===== src/rtl/bist_pkg.sv =====
package bist_pkg;

    typedef enum logic [1:0] {
        ST_IDLE = 2'd0,
        ST_RUN  = 2'd1,
        ST_DONE = 2'd2
    } bist_state_e;

endpackage


===== src/rtl/bist_prsg.sv =====
module bist_prsg #(
    parameter int unsigned   W    = 3,
    parameter logic [W-1:0]  TAPS = W'(5),
    parameter logic [W-1:0]  SEED = '1
) (
    input  logic         clk,
    input  logic         rst_n,
    input  logic         load_i,
    input  logic         step_i,
    output logic [W-1:0] pattern_o
);

    logic [W-1:0] gen_q;
    logic [W-1:0] gen_nxt;
    logic         feed;

    always_comb begin
        feed = ^(gen_q & TAPS);
    end

    always_comb begin
        gen_nxt = gen_q;
        if (load_i || (gen_q == '0)) begin
            gen_nxt = SEED;
        end else if (step_i) begin
            gen_nxt = {gen_q[W-2:0], feed};
        end
    end

    always_ff @(posedge clk or negedge rst_n) begin
        if (!rst_n) begin
            gen_q <= SEED;
        end else begin
            gen_q <= gen_nxt;
        end
    end

    assign pattern_o = gen_q;

    assert_seed_on_load_R2: assert property (@(posedge clk) disable iff (!rst_n)
        load_i |=> (pattern_o == SEED));

    assert_never_zero_R3: assert property (@(posedge clk) disable iff (!rst_n)
        pattern_o != '0);

    assert_hold_when_idle_R3: assert property (@(posedge clk) disable iff (!rst_n)
        (!load_i && !step_i) |=> $stable(pattern_o));

endmodule


===== src/rtl/bist_misr.sv =====
module bist_misr #(
    parameter int unsigned   W    = 3,
    parameter logic [W-1:0]  TAPS = W'(5)
) (
    input  logic         clk,
    input  logic         rst_n,
    input  logic         clear_i,
    input  logic         absorb_i,
    input  logic [W-1:0] resp_i,
    output logic [W-1:0] sig_o
);

    logic [W-1:0] sig_q;
    logic [W-1:0] sig_nxt;
    logic         feed;

    always_comb begin
        feed = ^(sig_q & TAPS);
    end

    always_comb begin
        sig_nxt = sig_q;
        if (clear_i) begin
            sig_nxt = '0;
        end else if (absorb_i) begin
            sig_nxt = {sig_q[W-2:0], feed} ^ resp_i;
        end
    end

    always_ff @(posedge clk or negedge rst_n) begin
        if (!rst_n) begin
            sig_q <= '0;
        end else begin
            sig_q <= sig_nxt;
        end
    end

    assign sig_o = sig_q;

    assert_clear_on_start_R2: assert property (@(posedge clk) disable iff (!rst_n)
        clear_i |=> (sig_o == '0));

    assert_sig_held_R8: assert property (@(posedge clk) disable iff (!rst_n)
        (!clear_i && !absorb_i) |=> $stable(sig_o));

endmodule


===== src/rtl/bist_ctrl.sv =====
module bist_ctrl
    import bist_pkg::*;
#(
    parameter int unsigned W = 3
) (
    input  logic         clk,
    input  logic         rst_n,
    input  logic         start_i,
    input  logic [W-1:0] expected_i,
    output logic         load_o,
    output logic         step_o,
    output logic         busy_o,
    output logic         done_o,
    output logic         result_valid_o,
    output logic [W-1:0] expected_q_o
);

    localparam int unsigned PERIOD = (1 << W) - 1;
    localparam int unsigned CNT_W  = $clog2(PERIOD);
    localparam logic [CNT_W-1:0] LAST = CNT_W'(PERIOD - 1);

    bist_state_e      state_q;
    bist_state_e      state_nxt;
    logic [CNT_W-1:0] count_q;
    logic [W-1:0]     exp_q;
    logic             valid_q;
    logic             accept;

    assign accept = (state_q == ST_IDLE) && start_i;

    always_comb begin
        state_nxt = state_q;
        unique case (state_q)
            ST_IDLE: if (start_i) state_nxt = ST_RUN;
            ST_RUN:  if (count_q == LAST) state_nxt = ST_DONE;
            ST_DONE: state_nxt = ST_IDLE;
            default: state_nxt = ST_IDLE;
        endcase
    end

    always_ff @(posedge clk or negedge rst_n) begin
        if (!rst_n) begin
            state_q <= ST_IDLE;
        end else begin
            state_q <= state_nxt;
        end
    end

    always_ff @(posedge clk or negedge rst_n) begin
        if (!rst_n) begin
            count_q <= '0;
            exp_q   <= '0;
            valid_q <= 1'b0;
        end else begin
            if (accept) begin
                count_q <= '0;
                exp_q   <= expected_i;
                valid_q <= 1'b0;
            end else if (state_q == ST_RUN) begin
                count_q <= count_q + 1'b1;
                if (count_q == LAST) begin
                    valid_q <= 1'b1;
                end
            end
        end
    end

    always_comb begin
        load_o = 1'b0;
        step_o = 1'b0;
        busy_o = 1'b0;
        done_o = 1'b0;
        unique case (state_q)
            ST_IDLE: load_o = start_i;
            ST_RUN: begin
                step_o = 1'b1;
                busy_o = 1'b1;
            end
            ST_DONE: done_o = 1'b1;
            default: ;
        endcase
    end

    assign result_valid_o = valid_q;
    assign expected_q_o   = exp_q;

    assert_done_single_R5: assert property (@(posedge clk) disable iff (!rst_n)
        done_o |=> !done_o);

    assert_done_after_run_R5: assert property (@(posedge clk) disable iff (!rst_n)
        done_o |-> $past(busy_o));

    assert_start_ignored_R7: assert property (@(posedge clk) disable iff (!rst_n)
        (busy_o && start_i && count_q != LAST) |=> (busy_o && count_q != '0));

    assert_done_start_ignored_R7: assert property (@(posedge clk) disable iff (!rst_n)
        (done_o && start_i) |=> (!busy_o && !done_o));

    assert_verdict_valid_R6: assert property (@(posedge clk) disable iff (!rst_n)
        done_o |-> result_valid_o);

endmodule


===== src/rtl/bist_cmp.sv =====
module bist_cmp #(
    parameter int unsigned W = 3
) (
    input  logic         valid_i,
    input  logic [W-1:0] sig_i,
    input  logic [W-1:0] exp_i,
    output logic         pass_o
);

    always_comb begin
        pass_o = valid_i && (sig_i == exp_i);
    end

endmodule


===== src/rtl/lfsr_bist_engine.sv =====
module lfsr_bist_engine #(
    parameter int unsigned  W    = 3,
    parameter logic [W-1:0] TAPS = W'(5),
    parameter logic [W-1:0] SEED = '1
) (
    input  logic         clk,
    input  logic         rst_n,
    input  logic         start_i,
    input  logic [W-1:0] expected_i,
    input  logic [W-1:0] response_i,
    output logic [W-1:0] pattern_o,
    output logic         capture_o,
    output logic         busy_o,
    output logic         done_o,
    output logic         pass_o,
    output logic [W-1:0] syndrome_o
);

    logic         load;
    logic         step;
    logic         res_valid;
    logic [W-1:0] exp_q;

    bist_ctrl #(.W(W)) u_ctrl (
        .clk            (clk),
        .rst_n          (rst_n),
        .start_i        (start_i),
        .expected_i     (expected_i),
        .load_o         (load),
        .step_o         (step),
        .busy_o         (busy_o),
        .done_o         (done_o),
        .result_valid_o (res_valid),
        .expected_q_o   (exp_q)
    );

    bist_prsg #(.W(W), .TAPS(TAPS), .SEED(SEED)) u_prsg (
        .clk       (clk),
        .rst_n     (rst_n),
        .load_i    (load),
        .step_i    (step),
        .pattern_o (pattern_o)
    );

    bist_misr #(.W(W), .TAPS(TAPS)) u_misr (
        .clk      (clk),
        .rst_n    (rst_n),
        .clear_i  (load),
        .absorb_i (step),
        .resp_i   (response_i),
        .sig_o    (syndrome_o)
    );

    bist_cmp #(.W(W)) u_cmp (
        .valid_i (res_valid),
        .sig_i   (syndrome_o),
        .exp_i   (exp_q),
        .pass_o  (pass_o)
    );

    assign capture_o = step;

    assert_pass_stable_R8: assert property (@(posedge clk) disable iff (!rst_n)
        (!busy_o && !load && !done_o) |=> $stable(pass_o));

endmodule


===== config.mk =====
export PLATFORM = sky130hd
export DESIGN_NAME = lfsr_bist_engine
export DESIGN_NICKNAME = d
export VERILOG_FILES = /design/src/rtl/bist_pkg.sv /design/src/rtl/bist_prsg.sv /design/src/rtl/bist_misr.sv /design/src/rtl/bist_ctrl.sv /design/src/rtl/bist_cmp.sv /design/src/rtl/lfsr_bist_engine.sv
export SDC_FILE = /design/constraint.sdc
export NUM_CORES = 1
export LEC_CHECK = 0
export BUFFER_PORTS_ARGS = -buffer_cell sky130_fd_sc_hd__buf_2
export CAP_MARGIN = 0
export CORE_MARGIN = 1
export CORE_UTILIZATION = 27
export DETAILED_ROUTE_END_ITERATION = 8
export PLACE_DENSITY_LB_ADDON = 0.12
export SYNTH_ARGS = -nofsm -noshare
export SYNTH_HDL_FRONTEND = slang
export SYNTH_SLANG_ARGS = --single-unit

===== constraint.sdc =====
create_clock -name clk -period 2.09 [get_ports clk]
set_input_delay 0.1045 -clock clk [delete_from_list [all_inputs] [get_ports clk]]
set_output_delay 0.1045 -clock clk [all_outputs]
set_load 0.01 [all_outputs]

After elaboration in Yosys (flattened, before gate mapping). Cells that the tools add are included.

Register bits after elaboration: 15. Input bits: 9. Output and inout bits: 10.

Add/sub/neg operators: 1. Equality and inequality tests: 6. Mux-type cells: 15. Bitwise operators: 1. Reduce and logical (&&, ||, !) cells: 13.

Operators with widths (number): $mux 3 (6); $reduce_bool 2->1 (4); $mux 1 (6); $reduce_xor 3->1 (2); $mux 2 (2); $ne 2x2->1 const B (2); $pmux 2 s2 (1); $reduce_and 2->1 (2); $add 3x1->3 const B (1); $eq 3x3->1 (1); $eq 3x3->1 const B (1); $logic_not 3->1 (1); $xor 3x3->3 (1); $eq 2x1->1 const B (1); $eq 2x2->1 const B (1); $logic_and 1x1->1 (2); $logic_not 2->1 (1); $logic_or 1x1->1 (1).

Logic depth before layout (Yosys ltp). Gate-level depths: netlist of run 1.

Depth in word-level cells: 4. Gate-level depth with buffers: 4. Gate-level depth less buffers: 4.

Modules after synthesis. A second synthesis of run 1 with hierarchy kept.

Cells, all modules: 65. Area total of the unflattened synthesis: 762.0 um^2.

By module, submodules not included: bist_ctrl (times used 1, cells an instance 34, area an instance 427.9 um^2); bist_prsg (times used 1, cells an instance 13, area an instance 151.4 um^2); bist_misr (times used 1, cells an instance 14, area an instance 147.6 um^2); bist_cmp (times used 1, cells an instance 4, area an instance 35.0 um^2).

Worst setup path after synthesis of run 1. Ideal clock, no wire load.

Path type: reg-to-reg. From: reg u_ctrl.state_q[1]. To: reg u_ctrl.exp_q[0], in the netlist u_ctrl.expected_q_o[0]. Arrival: 1.094 ns. Required time: 1.965 ns. Path slack: 0.871 ns. Stages on the path, launching flop included: 4. Buffers on the path: 0. Period minus slack after synthesis: 1.219 ns. Path through: dfrtp_1 -> nand2b_2 -> nor2_1 -> mux2_2.

Cells in the longest elaborated chain, start to end: 2.

RTL lines: from (decl) (RTL line bist_ctrl.sv:22) `bist_state_e state_q;`; from (signal assigned) (RTL line bist_ctrl.sv:45) `state_q <= state_nxt;`; $logic_not 2->1 (RTL line bist_ctrl.sv:29) `assign accept = (state_q == ST_IDLE) && start_i;`; $logic_and 1x1->1 (RTL line bist_ctrl.sv:29); to (signal assigned) (RTL line bist_ctrl.sv:57) `exp_q <= expected_i;`; to (decl) (RTL line bist_ctrl.sv:25) `logic [W-1:0] exp_q;`.

Every way passes these cells. A chain may end at the register's enable or synchronous reset.

Worst setup path in the final report of run 1.
From: reg u_ctrl.state_q[1]. To: reg u_ctrl.exp_q[2], in the netlist u_ctrl.expected_q_o[2].

Same word-level chain as after synthesis.

==> results of run 1 <==
## routing by layer
layer / vias to the layer above / GRT usage / share of wire
li1: 288 / - / -
met2: 17 / 0.175 / 0.40
met5: - / 0 / 0
met1: 253 / 0.165 / 0.52
met4: 0 / 0.0256 / 0.010
met3: 2 / 0.0556 / 0.075
## power breakdown
part / internal [uW] / switching [uW] / total, uW
Sequential: 450 / 163 / 613
Combinational: 283 / 268 / 551
Clock: 73.9 / 88.3 / 162
## cell usage in the layout (no fill, tap or decap), drive strengths merged
cell type	instances
ha	2
a21oi	4
nand3	2
or4	1
buf	18
and3	1
a31oi	2
o21ai	4
clkbuf	4
mux2	4
dfstp	3
nor2b	1
inv	4
nor2	9
nand2b	2
a22o	1
xor2	2
dfrtp	12
or4b	1
dlygate4sd3	1
nor3	2
nand2	6
xnor2	4
nor3b	1
o21bai	2
## metrics by stage
step           hold slack (ns)   util  total power [uW]
2_1_floorplan           -0.191      -              1010
3_3_place_gp            0.0399  0.336              1180
3_5_place_dp            0.0364  0.336              1180
4_1_cts                 0.0499  0.351              1350
5_1_grt                 0.0449  0.351              1460
6_report                0.0567  0.351              1330
## Yosys cell counts, drive strengths merged (2+ instances only)
cell	number	area share
nor2	9	0.046
inv	4	0.020
o21bai	2	0.025
dfrtp	12	0.41
mux2	4	0.061
nand2b	2	0.024
nand2	6	0.030
nand3	2	0.014
xor2	2	0.024
o21ai	4	0.027
xnor2	4	0.047
dfstp	3	0.11
nor3	2	0.014
a21oi	4	0.027
buf	2	0.017
a31oi	2	0.017
ha	2	0.034
## sequential cells by signal (all words and copies together) (netlist names)
| signal | cells |
|---|---|
| u_ctrl.count_q | 3 |
| u_ctrl.expected_q_o | 3 |
| u_misr.sig_o | 3 |
| u_prsg.pattern_o | 3 |
| u_ctrl.state_q | 2 |
| u_ctrl.result_valid_o | 1 |
## kinds of logic after synthesis
kind of cell | after synthesis | share of synthesized area
AND/OR/NAND/NOR | 26 | 0.177
flip-flops | 15 | 0.512
AO/OA/AOI/OAI | 13 | 0.108
XOR/XNOR | 6 | 0.0709
buffers and inverters | 6 | 0.0372
multiplexers | 4 | 0.0608
adder cells (fa/ha/maj) | 2 | 0.0338
## worst max-delay path, stage by stage, from the launching register on
cell      delay [ns]
dfrtp_1         0.44
nand2b_2        0.22
nor2_1          0.23
mux2_2          0.37
## cell type report
| class | count | share of cell area |
|---|---|---|
| clock buffer | 4 | 0.0295 |
| inverter | 4 | 0.0168 |
| multi-input combinational | 51 | 0.374 |
| sequential | 15 | 0.425 |
| tap | 30 | 0.0421 |
| timing repair buffer | 19 | 0.112 |
## worst max-delay path by stage
| stage | from | endpoint | slack [ns] | depth (start not counted) |
|---|---|---|---|---|
| 2_1_floorplan | u_ctrl.state_q[1] | u_ctrl.expected_q_o[0] | 0.87 | 3 |
| 3_3_place_gp | u_ctrl.state_q[1] | u_ctrl.expected_q_o[1] | 0.72 | 3 |
| 3_5_place_dp | u_ctrl.state_q[1] | u_ctrl.expected_q_o[1] | 0.70 | 3 |
| 4_1_cts | u_ctrl.state_q[1] | u_ctrl.expected_q_o[1] | 0.69 | 3 |
| 5_1_grt | u_ctrl.state_q[1] | u_ctrl.expected_q_o[2] | 0.61 | 3 |
| 6_report | u_ctrl.state_q[1] | u_ctrl.expected_q_o[2] | 0.73 | 3 |
==> flow_summary.json, run 1 <==
{
  "clk_pin_slew_ns": 0.09,
  "synth_warnings": 0,
  "ant_nets": 0,
  "timing.setup.tns_ns": 0,
  "hold_violations": 0,
  "layout_setup_ws_ns": 0.726,
  "grt_max_degree": 16,
  "rsz0062_at_grt": "false",
  "status": "finished clean",
  "ys_seq_area_frac": 0.512,
  "cts_root_buffer": "clkbuf_4",
  "critPathKind": "reg -> reg",
  "start_util": 0.291,
  "worst_pin_slew_ns": 0.360,
  "relSlewSlack": 0.760,
  "die_area_um2": 2960,
  "clock_skew_ns": 0.00513,
  "coreArea_um2": 2540,
  "total_leakage_power_uw": 0.000413,
  "setup_viol": 0,
  "rows": 18,
  "hp-class": "in -> reg",
  "numCtsBuffers": 3,
  "reg2reg_from": "u_ctrl.state_q[1]",
  "hold_end": "u_ctrl.expected_q_o[1]",
  "max_freq_ghz": 0.733,
  "insertion_delay_ns": 0.28,
  "multi_input_area_um2": 334,
  "cts_resized": 0,
  "drive_gt1_frac": 0.333,
  "placed_cell_area_um2": 856,
  "max-vdd-ir-drop_mv": 0.629,
  "grt_pass1_wl_um": 2460,
  "h-tree-depth": 1,
  "fin_crit_sh": 0.653,
  "synth-seq-cells": 15,
  "stdcell_count": 123,
  "synth_enable_flop_cells": 0,
  "slew_violations": 0,
  "antenna_found_initial": 0,
  "post_synth.cell_area_avg_um2": 10.3,
  "design_area_um2": 892,
  "synth_flop_cell": "dfrtp_1",
  "die_height_um": 54.4,
  "drcViolationCount": 0,
  "io-pin-count": 19,
  "grtUsageTotal": 0.121,
  "post-cts-setup-buffers": 0,
  "die_w_um": 54.4,
  "pre_cts_slack_ns": 0.705,
  "syn-cell-area_um2": 741,
  "clockBufferDepth": 2,
  "ff2ff_setup_slack_ns": 0.73,
  "gr-total-overflow": 0,
  "netlist-cell-type-count": 25,
  "dp.cells": 118,
  "nFillCells": 268,
  "synthesis.nets": 83,
  "wire_per_inst_um": 12.1,
  "worstPathMaxFanout": 6,
  "endpoint_kind": "flop",
  "r2r_end": "u_ctrl.expected_q_o[2]",
  "vias_per_cell": 4.55,
  "clock_sinks": 15,
  "io_buffer_count": 18,
  "hold_path_depth": 2,
  "required_ns": 2.25,
  "place_hpwl_um": 1100,
  "worstHoldStart": "expected_i[1]",
  "syn2layout_area_growth_pct": 20.4,
  "postSynthCellCount": 72,
  "num_antenna_cells": 0,
  "wl_um": 1480,
  "cap_violations": 0,
  "drt_pass1_iterations": 2,
  "tritoncts": "yes",
  "fin_nets": 105,
  "min_period_ns": 1.36,
  "gp_congestion": 0.660,
  "register_area_um2": 379,
  "worst-endpoint-arrival_ns": 1.53,
  "reg2reg_depth": 3,
  "first_iter_violations": 6,
  "num_vias": 560,
  "start_kind": "flop",
  "async_reset_ff_frac": 1.00,
  "ctsHoldBuffers": 1,
  "power_density_nw_per_um2": 1490,
  "first_global_vias": 530
}
Power figures use the tool's default switching activity.
==> run 2, diff against run 1 <==
Clock period 2.09 ns to 1.1 ns, I/O delays scaled along.
==> flow_summary.json, run 2 (synthesis results as in run 1) <==
{
  "p_sw_uw": 1440,
  "coreArea_um2": 2540,
  "status": "complete, but fails checks",
  "first_iter_violations": 5,
  "die_height_um": 54.4,
  "fin_total_pwr_uw": 3940,
  "layout_setup_ws_ns": -0.228,
  "gr-total-overflow": 0,
  "antenna_found_initial": 0,
  "slew_violations": 0,
  "wire_per_inst_um": 13.2,
  "placed_cell_area_um2": 967,
  "hp-class": "in -> reg",
  "clock_sinks": 15,
  "grtUsageTotal": 0.150,
  "power_density_nw_per_um2": 2950,
  "p_sw_frac": 0.367,
  "grt_pass1_wl_um": 3020,
  "drcViolationCount": 0,
  "relSlewSlack": 0.759,
  "num_vias": 695,
  "max-vdd-ir-drop_mv": 1.74,
  "worst-endpoint-arrival_ns": 1.27,
  "die_area_um2": 2960,
  "die_w_um": 54.4,
  "violations": "negative setup slack",
  "setup_viol": 13,
  "design_area_um2": 1330,
  "insertion_delay_ns": 0.29,
  "p_int_uw": 2490,
  "cts_root_buffer": "clkbuf_4",
  "hold_ws_ns": 0.0523,
  "fin_crit_sh": 1.21,
  "total_leakage_power_uw": 0.000608,
  "cap_violations": 0,
  "min_period_ns": 1.33,
  "hold_violations": 0,
  "grt_max_degree": 16,
  "comb_power_share": 0.635,
  "clk_pin_slew_ns": 0.10,
  "tritoncts": "yes",
  "sequentialPowerShare": 0.281,
  "io_buffer_count": 18,
  "worst_pin_slew_ns": 0.361,
  "gp_congestion": 0.647,
  "syn2layout_area_growth_pct": 79.9,
  "mostFrequentLayoutCells": "buf_6, buf_2, dfrtp_1, nor2_1, buf_4",
  "drive_gt1_frac": 0.600,
  "first_global_vias": 705,
  "place_hpwl_um": 1200,
  "max_freq_ghz": 0.753,
  "rows": 18,
  "rsz0062_at_grt": "true",
  "endpoint_kind": "output pin",
  "dp.cells": 130,
  "p_clk_frac": 0.084,
  "fin_nets": 132,
  "required_ns": 1.04,
  "clockBufferDepth": 2,
  "critPathKind": "reg -> out",
  "io-pin-count": 19,
  "ant_nets": 0,
  "final_common_cell": "buf_6",
  "num_antenna_cells": 0,
  "drt_pass1_iterations": 2,
  "clock_skew_ns": 0.00534,
  "worstPathMaxFanout": 3,
  "stdcell_count": 150,
  "numCtsBuffers": 3,
  "vias_per_cell": 4.63,
  "fin_util": 0.524,
  "start_util": 0.291,
  "wl_um": 1980,
  "h-tree-depth": 1,
  "start_kind": "flop"
}
[run 2: cell types whose count changed in the layout (fill, tap and decap cells not counted), sizes merged]
cell	before	now
buf	18	42
dlygate4sd3	1	4
clkbuf	4	3
clkinv	0	1
[run 2: final timing paths]
path | slack [ns] | endpoint | depth (start not counted) | from
worst max-delay path | -0.23 | pass_o | 4 | u_misr.sig_o[0]
worst min-delay path | 0.05 | u_misr.sig_o[1] | 3 | response_i[1]
worst max register to register | -0.13 | u_misr.sig_o[0] | 4 | u_misr.sig_o[2]
worst min register to register | 0.54 | u_ctrl.expected_q_o[0] | 1 | u_ctrl.expected_q_o[0]
max in group asynchronous | 0.60 | u_prsg.pattern_o[2] | 2 | rst_n
min in group asynchronous | 0.20 | u_misr.sig_o[1] | 2 | rst_n
[run 2: routing by layer]
| layer | wire, um | global-route usage |
|---|---|---|
| met5 | 0 | 0 |
| met4 | 27 | 0.0897 |
| met3 | 61 | 0.0389 |
| met2 | 964 | 0.232 |
| met1 | 921 | 0.184 |
[run 2: final cells by class]
| cell class | count | area [um^2] |
|---|---|---|
| Clock buffer | 3 | 22.5 |
| Clock inverter | 1 | 5.00 |
| Fill cell | 243 | 1210 |
| Inverter | 4 | 17.5 |
| Multi-Input combinational cell | 51 | 454 |
| Sequential cell | 15 | 380 |
| Tap cell | 30 | 37.5 |
| Timing Repair Buffer | 46 | 415 |
[run 2: metrics by stage]
step / TNS [ns] / worst slack [ns]
floorplan: -0.224 / -0.112
global placement: -0.392 / -0.119
detailed placement: -0.458 / -0.154
CTS: -1.17 / -0.236
global route: -1.97 / -0.333
finish: -1.27 / -0.228
[run 2: power by group through the flow]
| stage | clock network (uW) | logic [uW] | registers [uW] |
|---|---|---|---|
| after floorplan | 0 | 827 | 1140 |
| after global placement | 0 | 1460 | 1120 |
| after detailed placement | 0 | 1440 | 1120 |
| after CTS | 341 | 2160 | 1100 |
| after global routing | 379 | 2720 | 1150 |
| final | 330 | 2500 | 1110 |
[run 2: critical path, stage by stage (launching register included)]
cell and delay, ns:
dfrtp_1 0.40, buf_6 0.13, xor2_1 0.14, nor3_1 0.16, buf_2 0.15
[run 2: what timing repair did]
item	CTS	global route
resized for setup	28	24
hold buffers	4	0
endpoints found under the hold margin	18	0
setup endpoints to repair	16	22
buffers inserted	12	0
pin swaps	6	11
